`src/rtl/tmr_pkg.sv`:
```
package tmr_pkg;
  localparam int unsigned CNT_W = 8;
  localparam int unsigned PRE_W = 10;
  localparam int unsigned SEL_W = 3;
  localparam int unsigned NSEL  = 1 << SEL_W;

  typedef enum logic [1:0] {
    REG_CTRL = 2'd0,
    REG_CNT  = 2'd1,
    REG_CMP  = 2'd2,
    REG_FLAG = 2'd3
  } reg_sel_e;

  // log2 of the prescaler division picked by a divided-tap select code
  function automatic int unsigned tap_log2(input logic [SEL_W-1:0] sel);
    case (sel)
      3'd2:    return 3;
      3'd3:    return 5;
      3'd4:    return 6;
      3'd5:    return 7;
      3'd6:    return 8;
      3'd7:    return 10;
      default: return 0;
    endcase
  endfunction

  // low bits of the prescaler that must all be ones for a tap to roll over
  function automatic logic [PRE_W-1:0] tap_mask(input logic [SEL_W-1:0] sel);
    logic [PRE_W-1:0] m;
    m = '0;
    for (int unsigned i = 0; i < PRE_W; i++)
      if (i < tap_log2(sel)) m[i] = 1'b1;
    return m;
  endfunction

  function automatic logic [CNT_W-1:0] count_next(input logic [CNT_W-1:0] c);
    return c + 1'b1;
  endfunction
endpackage

```
`src/rtl/tmr_prescale.sv`:
```
module tmr_prescale
  import tmr_pkg::*;
(
  input  logic             clk,
  input  logic             rst_n,
  input  logic [SEL_W-1:0] sel,
  output logic             tick
);
  logic [PRE_W-1:0] pre_q;
  logic [NSEL-1:0]  tap;

  always_ff @(posedge clk) begin
    if (!rst_n) pre_q <= '0;
    else        pre_q <= pre_q + 1'b1;
  end

  for (genvar s = 0; s < NSEL; s++) begin : g_tap
    if (s == 0) begin : g_off
      assign tap[s] = 1'b0;
    end else if (s == 1) begin : g_raw
      assign tap[s] = 1'b1;
    end else begin : g_div
      assign tap[s] = ((pre_q & tap_mask(SEL_W'(s))) == tap_mask(SEL_W'(s)));
    end
  end

  assign tick = tap[sel];
endmodule

```
`src/rtl/tmr_count.sv`:
```
module tmr_count
  import tmr_pkg::*;
(
  input  logic             clk,
  input  logic             rst_n,
  input  logic             tick,
  input  logic             wr,
  input  logic [CNT_W-1:0] wdata,
  output logic [CNT_W-1:0] cnt,
  output logic             blk,
  output logic             advance,
  output logic             wrap_evt
);
  always_ff @(posedge clk) begin
    if (!rst_n) begin
      cnt <= '0;
      blk <= 1'b0;
    end else if (wr) begin
      cnt <= wdata;
      blk <= 1'b1;
    end else if (tick) begin
      cnt <= count_next(cnt);
      blk <= 1'b0;
    end
  end

  assign advance  = tick & ~wr;
  assign wrap_evt = advance & (cnt == {CNT_W{1'b1}});
endmodule

```
`src/rtl/tmr_compare.sv`:
```
module tmr_compare
  import tmr_pkg::*;
(
  input  logic             advance,
  input  logic             blk,
  input  logic [CNT_W-1:0] cnt,
  input  logic [CNT_W-1:0] cmp,
  output logic             match_evt
);
  assign match_evt = advance & ~blk & (cnt == cmp);
endmodule

```
`src/rtl/tick_timer8.sv`:
```
module tick_timer8
  import tmr_pkg::*;
(
  input  logic             clk,
  input  logic             rst_n,
  input  logic             bus_wr,
  input  logic [1:0]       bus_addr,
  input  logic [CNT_W-1:0] bus_wdata,
  output logic [CNT_W-1:0] bus_rdata,
  output logic             irq_match,
  output logic             irq_ovf,
  output logic             wave_out
);
  logic [SEL_W-1:0] cs_q;
  logic             ie_match_q, ie_ovf_q;
  logic [CNT_W-1:0] cmp_q;
  logic             match_flag_q, ovf_flag_q, wave_q;

  // named internal events
  logic             tick, cnt_wr, advance, blk, match_evt, ovf_evt;
  logic [CNT_W-1:0] cnt;
  logic             ctrl_wr, cmp_wr, flag_wr;

  assign ctrl_wr = bus_wr & (bus_addr == REG_CTRL);
  assign cnt_wr  = bus_wr & (bus_addr == REG_CNT);
  assign cmp_wr  = bus_wr & (bus_addr == REG_CMP);
  assign flag_wr = bus_wr & (bus_addr == REG_FLAG);

  tmr_prescale u_pre (
    .clk   (clk),
    .rst_n (rst_n),
    .sel   (cs_q),
    .tick  (tick)
  );

  tmr_count u_cnt (
    .clk      (clk),
    .rst_n    (rst_n),
    .tick     (tick),
    .wr       (cnt_wr),
    .wdata    (bus_wdata),
    .cnt      (cnt),
    .blk      (blk),
    .advance  (advance),
    .wrap_evt (ovf_evt)
  );

  tmr_compare u_cmp (
    .advance   (advance),
    .blk       (blk),
    .cnt       (cnt),
    .cmp       (cmp_q),
    .match_evt (match_evt)
  );

  always_ff @(posedge clk) begin
    if (!rst_n) begin
      cs_q       <= '0;
      ie_match_q <= 1'b0;
      ie_ovf_q   <= 1'b0;
      cmp_q      <= '0;
    end else begin
      if (ctrl_wr) begin
        cs_q       <= bus_wdata[SEL_W-1:0];
        ie_match_q <= bus_wdata[3];
        ie_ovf_q   <= bus_wdata[4];
      end
      if (cmp_wr) cmp_q <= bus_wdata;
    end
  end

  // flags: write-one-to-clear, a new event in the same cycle wins
  always_ff @(posedge clk) begin
    if (!rst_n) begin
      match_flag_q <= 1'b0;
      ovf_flag_q   <= 1'b0;
      wave_q       <= 1'b0;
    end else begin
      if (match_evt)                    match_flag_q <= 1'b1;
      else if (flag_wr && bus_wdata[0]) match_flag_q <= 1'b0;
      if (ovf_evt)                      ovf_flag_q   <= 1'b1;
      else if (flag_wr && bus_wdata[1]) ovf_flag_q   <= 1'b0;
      if (match_evt)                    wave_q       <= ~wave_q;
    end
  end

  always_comb begin
    bus_rdata = '0;
    case (bus_addr)
      REG_CTRL: bus_rdata = {{(CNT_W-SEL_W-2){1'b0}}, ie_ovf_q, ie_match_q, cs_q};
      REG_CNT:  bus_rdata = cnt;
      REG_CMP:  bus_rdata = cmp_q;
      default:  bus_rdata = {{(CNT_W-2){1'b0}}, ovf_flag_q, match_flag_q};
    endcase
  end

  assign irq_match = match_flag_q & ie_match_q;
  assign irq_ovf   = ovf_flag_q & ie_ovf_q;
  assign wave_out  = wave_q;
endmodule

```
`config.mk`:
```
export PLATFORM = sky130hd
export DESIGN_NAME = tick_timer8
export DESIGN_NICKNAME = d
export VERILOG_FILES = /design/src/rtl/tmr_pkg.sv /design/src/rtl/tmr_prescale.sv /design/src/rtl/tmr_count.sv /design/src/rtl/tmr_compare.sv /design/src/rtl/tick_timer8.sv
export SDC_FILE = /design/constraint.sdc
export NUM_CORES = 1
export LEC_CHECK = 0
export ABC_AREA = 1
export BUFFER_PORTS_ARGS = -buffer_cell sky130_fd_sc_hd__buf_2
export CAP_MARGIN = 20
export CORE_ASPECT_RATIO = 1.75
export CORE_UTILIZATION = 45
export DETAILED_ROUTE_END_ITERATION = 10
export GPL_TIMING_DRIVEN = 0
export PLACE_DENSITY = 0.67
export SYNTH_ARGS = -nofsm -noshare
export SYNTH_HDL_FRONTEND = slang
export SYNTH_SLANG_ARGS = --single-unit
```
`constraint.sdc`:
```
create_clock -name clk -period 2.1 [get_ports clk]
set_input_delay 0.105 -clock clk [delete_from_list [all_inputs] [get_ports clk]]
set_output_delay 0.105 -clock clk [all_outputs]
set_load 0.03 [all_outputs]
```
# Word level (Yosys, flattened, before mapping)
# Index checks and enable logic that the tools add are counted.
[totals]
elab_cells = 54
register_bits = 35
[classes]
n_eq_ne = 11
addsub = 2
n_lt_le_gt_ge = 1
mux = 11
bitwise_logic = 13
n_reduce_logical = 6
[op_table]
columns = ["operator", "count"]
rows = [
  ["$pmux W8 S3", 1],
  ["$eq A8 B8 Y1 const B", 2],
  ["$mux W8", 2],
  ["$add A10 B1 Y10 const B", 1],
  ["$and A1 B1 Y1", 10],
  ["$eq A10 B10 Y1 const B", 1],
  ["$add A8 B1 Y8 const B", 1],
  ["$eq A8 B8 Y1", 1],
  ["$eq A7 B7 Y1 const B", 1],
  ["$mux W1", 7],
  ["$eq A6 B6 Y1 const B", 1],
  ["$reduce_bool A2 Y1", 3],
  ["$eq A5 B5 Y1 const B", 1],
  ["$eq A2 B2 Y1 const B", 2],
  ["$lt A3 B4 Y1 const B", 1],
  ["$bmux W1 S3", 1],
  ["$eq A3 B3 Y1 const B", 1],
  ["$not A1 Y1", 3],
  ["$eq A2 B1 Y1 const B", 1],
  ["$logic_and A1 B1 Y1", 2],
  ["$logic_not A2 Y1", 1],
]

# Depth between registers and ports, before layout
[depth]
ltp_word = 7
depth_mapped = 11
ltp_nobuf = 11

# By module
# From an unflattened synthesis, not the netlist that was laid out.
[hier_totals]
hier_cells = 294
area_unflattened_um2 = 1956.9
[by_module_without_submodules]
columns = ["mod", "cells_each", "n_inst", "area_each_um2"]
rows = [
  ["tick_timer8", 116, 1, 762.0],
  ["tmr_count", 74, 1, 543.0],
  ["tmr_prescale", 70, 1, 504.2],
  ["tmr_compare", 34, 1, 147.6],
]

# Least setup slack after synthesis
# OpenSTA, ideal clock, no wires.
[synth_timing]
path_kind = "register to register"
from = "register u_pre.pre_q[0]"
to = "register u_cnt.cnt[7]"
n_path_buf = 0
setup_slack_ns = 0.477
synth_period_minus_slack_ns = 1.623
stages_incl_launch_ff = 9
t_required_ns = 1.968
t_arrival_ns = 1.491
path_cell_list = "dfxtp_1 ha_1 nand2_1 nor2_4 ha_1 o221ai_4 nand3_4 nand2_1 a21oi_1"
[synth_between]
elab_chain_len = 4
elab_cells_between_ends = 9
[synth_rtl]
columns = ["item", "line_no", "source"]
rows = [
  ["from (decl)", "tmr_prescale.sv:9", "logic [PRE_W-1:0] pre_q;"],
  ["from (signal assigned)", "tmr_prescale.sv:14", "else pre_q <= pre_q + 1'b1;"],
  ["$eq A10 B10 Y1 (tied with other cells)", "tmr_prescale.sv:23", "assign tap[s] = ((pre_q & tap_mask(SEL_W'(s))) == tap_mask(SEL_W'(s)));"],
  ["$bmux W1 S3 (*)", "tmr_prescale.sv:27", "assign tick = tap[sel];"],
  ["$mux W1 (not written as such) (*)", "tmr_prescale.sv:27", ""],
  ["$reduce_bool A2 Y1 (no source line) (*)", "-", ""],
  ["to (signal assigned)", "tmr_count.sv:19", "cnt <= wdata;"],
  ["to (signal assigned)", "tmr_count.sv:22", "cnt <= count_next(cnt);"],
  ["to (decl)", "tmr_count.sv:9", "output logic [CNT_W-1:0] cnt,"],
]
# Every way passes the cells marked *; elsewhere a longest branch is shown, timed or not. The select of a mux whose other input is x is not followed.
# A chain may end at the register's enable or synchronous reset.

# Worst setup path in the final report
# Ends and elaborated chain as after synthesis.

==> impl_metrics.py <==
metrics = {
    "synthesis": {
        "ys_types": 31,
        "synthAdderAreaFrac": 0.0254,
        "synth_top_area_cell": "dfxtp_1",
        "synthArstFlopShare": 0,
        "synth_top_family_by_area": "simple AND/OR/NAND/NOR gates",
        "ys_seq_elements": 35,
        "yosysTopAreaCellShare": 0.355,
        "synth-edff-count": 0,
        "synthesis.instances": 286,
        "ys_warn_count": 0,
        "synth.cell_area_um2": 1970,
        "ys_top_cells_by_area": "dfxtp_1 (36%), nand2_1 (14%), a21oi_1 (6.9%), inv_1 (6.9%), o21ai_0 (4.8%)",
        "synth.most_common_cell": "nand2_1",
        "yosys-top-cells-count": "nand2_1 (74), inv_1 (36), dfxtp_1 (35)",
        "avgSynthCellArea_um2": 6.89,
        "synth_compound_area_frac": 0.183,
        "postSynthNetCount": 303,
        "seq_area_frac_synth": 0.355,
        "synth_xor_area_frac": 0.0222,
        "synth-main-ff-cell": "dfxtp_1",
        "yosys.area_share.simple": 0.314,
        "synth_mux_area_frac": 0,
    },
    "worst_hold_path": {
        "hp-class": "in2reg",
        "hold_path.startpoint": "bus_wdata[5]",
    },
    "route": {
        "drc_errors": 0,
        "vias": 1954,
        "postRouteAntennaNets": 0,
        "wirelength_mm": 5.24,
        "via_per_inst": 5.34,
        "first_iter_violations": 58,
        "dr.pass1.iters": 4,
        "post_drt_wl_per_cell_um": 14.3,
    },
    "pwr": {
        "clock_power_share": 0.406,
        "switching_share": 0.275,
        "power_frac_seq": 0.464,
        "p_switching_uw": 420,
        "internal_power_mw": 1.11,
        "power.leakage_nw": 0.989,
        "peakVddDrop_mv": 0.456,
        "power_density_nw_per_um2": 676,
        "p_comb_frac": 0.129,
    },
    "clock_tree": {
        "cts.sinks": 35,
        "cts_root_buffer": "clkbuf_8",
        "clk-insertion-delay-late_ns": 0.30,
        "cts_resized": 0,
        "htreeDepth": 2,
        "cts-hold-fix-buffers": 0,
        "cts_buffers": 5,
        "cts_setup_buffers": 0,
        "clock_path_buffers": 2,
        "cts_tree": "built",
        "cts.clk_slew.worst_paths_ns": 0.08,
    },
    "global_routing": {
        "globalRouteOverflowTotal": 0,
        "antenna_found_initial": 0,
        "grt_pass1_vias": 1794,
        "grt_max_degree": 13,
        "grt_pass1_wl_mm": 8.33,
        "grt_usage": 0.247,
    },
    "timing": {
        "worst_pin_slew_ns": 0.552,
        "max_slew_margin": 0.632,
        "final.setup.tns_ns": 0,
        "rsz0062_at_grt": "false",
        "final.period_utilization": 0.897,
        "finalHoldViolations": 0,
        "holdWs_ns": 0.0965,
        "timing.final.crit_period_ns": 1.88,
        "max_freq_mhz": 531,
        "finClkSkew_ns": 0.0121,
        "setup_viol": 0,
        "slew_viol_final": 0,
    },
    "floorplanning": {
        "coreArea_um2": 4150,
        "ioPinCount": 24,
        "start_util": 0.475,
        "std_cell_rows": 31,
        "dieHeight_um": 89.6,
        "fp.dieArea_um2": 4660,
        "die_x_um": 52.0,
    },
    "final_layout": {
        "drive_gt1_frac": 0.180,
        "diodes": 0,
        "post_layout_nonfiller_instances": 366,
        "fill_cells": 415,
        "area_delta_synth_final_pct": 14.7,
        "nNetsFinal": 333,
        "final-seq-area_um2": 701,
        "multi_input_area_um2": 1070,
    },
    "placement": {
        "port_buffers": 23,
        "dp_cells": 358,
        "dpl.hpwl_mm": 4.06,
        "gp_congestion": 0.911,
    },
    "worst_setup_path": {
        "crit_type": "reg2reg",
        "slowest_delay_ns": 0.44,
        "worstPathRequired_ns": 2.27,
        "slowest_stage": "o221ai_4",
        "start_kind": "flip-flop",
        "critical_path_peak_fanout": 10,
        "crit_chain": "ha_1, nand2_1, nor2_4, ha_1, o221ai_4, nand3_4, nand2_1, a21oi_1",
        "critPathLaunch": "u_pre.pre_q[0]$_SDFF_PN0_",
        "r2r-start": "u_pre.pre_q[0]$_SDFF_PN0_",
        "cp_data_arrival_time_ns": 2.05,
        "end_kind": "flip-flop",
    },
    "outcome": {
        "status": "finished, final reports clean",
    },
    "flow_run": {
        "maxCapViolations": 0,
    },
}
-- registers in the layout, indices dropped and copies added, names as in the netlist --
register and cells:
ie_ovf_q 1, ie_match_q 1, u_cnt.cnt 8, match_flag_q 1, u_cnt.blk 1, wave_out 1, cs_q 3, ovf_flag_q 1
u_pre.pre_q 10, cmp_q 8
-- path summary, 6_finish.rpt --
path | cells past startpoint | slack [ns] | endpoint
max reg2reg | 8 | 0.22 | u_cnt.cnt[7]$_SDFFE_PN0P_
min | 3 | 0.1 | cmp_q[5]$_SDFFE_PN0P_
max | 8 | 0.22 | u_cnt.cnt[7]$_SDFFE_PN0P_
min reg2reg | 1 | 0.46 | u_pre.pre_q[0]$_SDFF_PN0_
-- power groups by stage --
stage	clock network [mW]	logic [mW]	registers, mW
global route	0.657	0.221	0.712
CTS	0.627	0.198	0.709
floorplan	0	0.134	0.721
detailed placement	0	0.197	0.725
global placement	0	0.195	0.724
finish	0.620	0.198	0.709
-- metrics by stage --
step | setup slack, ns | instance area, um^2 | util | total power [mW]
after CTS | 0.210 | 2260 | 0.545 | 1.53
after global routing | 0.0789 | 2260 | 0.545 | 1.59
after floorplan | 0.477 | 1970 | - | 0.855
final | 0.216 | 2260 | 0.545 | 1.53
after detailed placement | 0.233 | 2150 | 0.518 | 0.922
after global placement | 0.260 | 2150 | 0.518 | 0.919
-- worst max-delay path: cells and delay by family (launching register included) --
kind | cells | cell delay [ns]
AND/OR/NAND/NOR | 4 | 0.49
flip-flops | 1 | 0.33
AO/OA/AOI/OAI | 2 | 0.50
adder cells (fa/ha/maj) | 2 | 0.43
-- cells by family (layout without fill, tap and decap cells) --
family / Yosys count / count (layout)
buf+inv: 49 / 80
flops: 35 / 35
xor+xnor: 5 / 5
compound gates: 61 / 61
simple gates: 132 / 132
fa+ha+maj: 4 / 4
-- area by class of cell --
type                            count  share of cell area
Multi-Input combinational cell    202               0.475
Inverter                           41              0.0681
Clock buffer                        5              0.0304
Sequential cell                    35               0.310
Buffer                              8              0.0188
Tap cell                           49              0.0271
Clock inverter                      3              0.0194
Timing Repair Buffer               23              0.0509
-- cell usage in the layout (no fill, tap or decap), drive strengths merged --
master   count
a31oi        1
nand4        9
clkinv       2
o21ai       21
ha           4
o22ai        4
buf         28
xnor2        3
clkbuf       8
o211a        1
nor2        24
o221ai       4
o2111ai      1
o221a        1
dfxtp       35
a21oi       27
inv         41
nand3       17
nor3         2
bufinv       1
xor2         2
nand2       80
a211oi       1
-- metal layers --
metal / share of wire / track usage
met1: 0.38 / 0.255
met2: 0.56 / 0.466
met3: 0.037 / 0.0438
met4: 0.027 / 0.113
met5: 0 / 0
No activity file was read; power rests on OpenSTA's default activity.
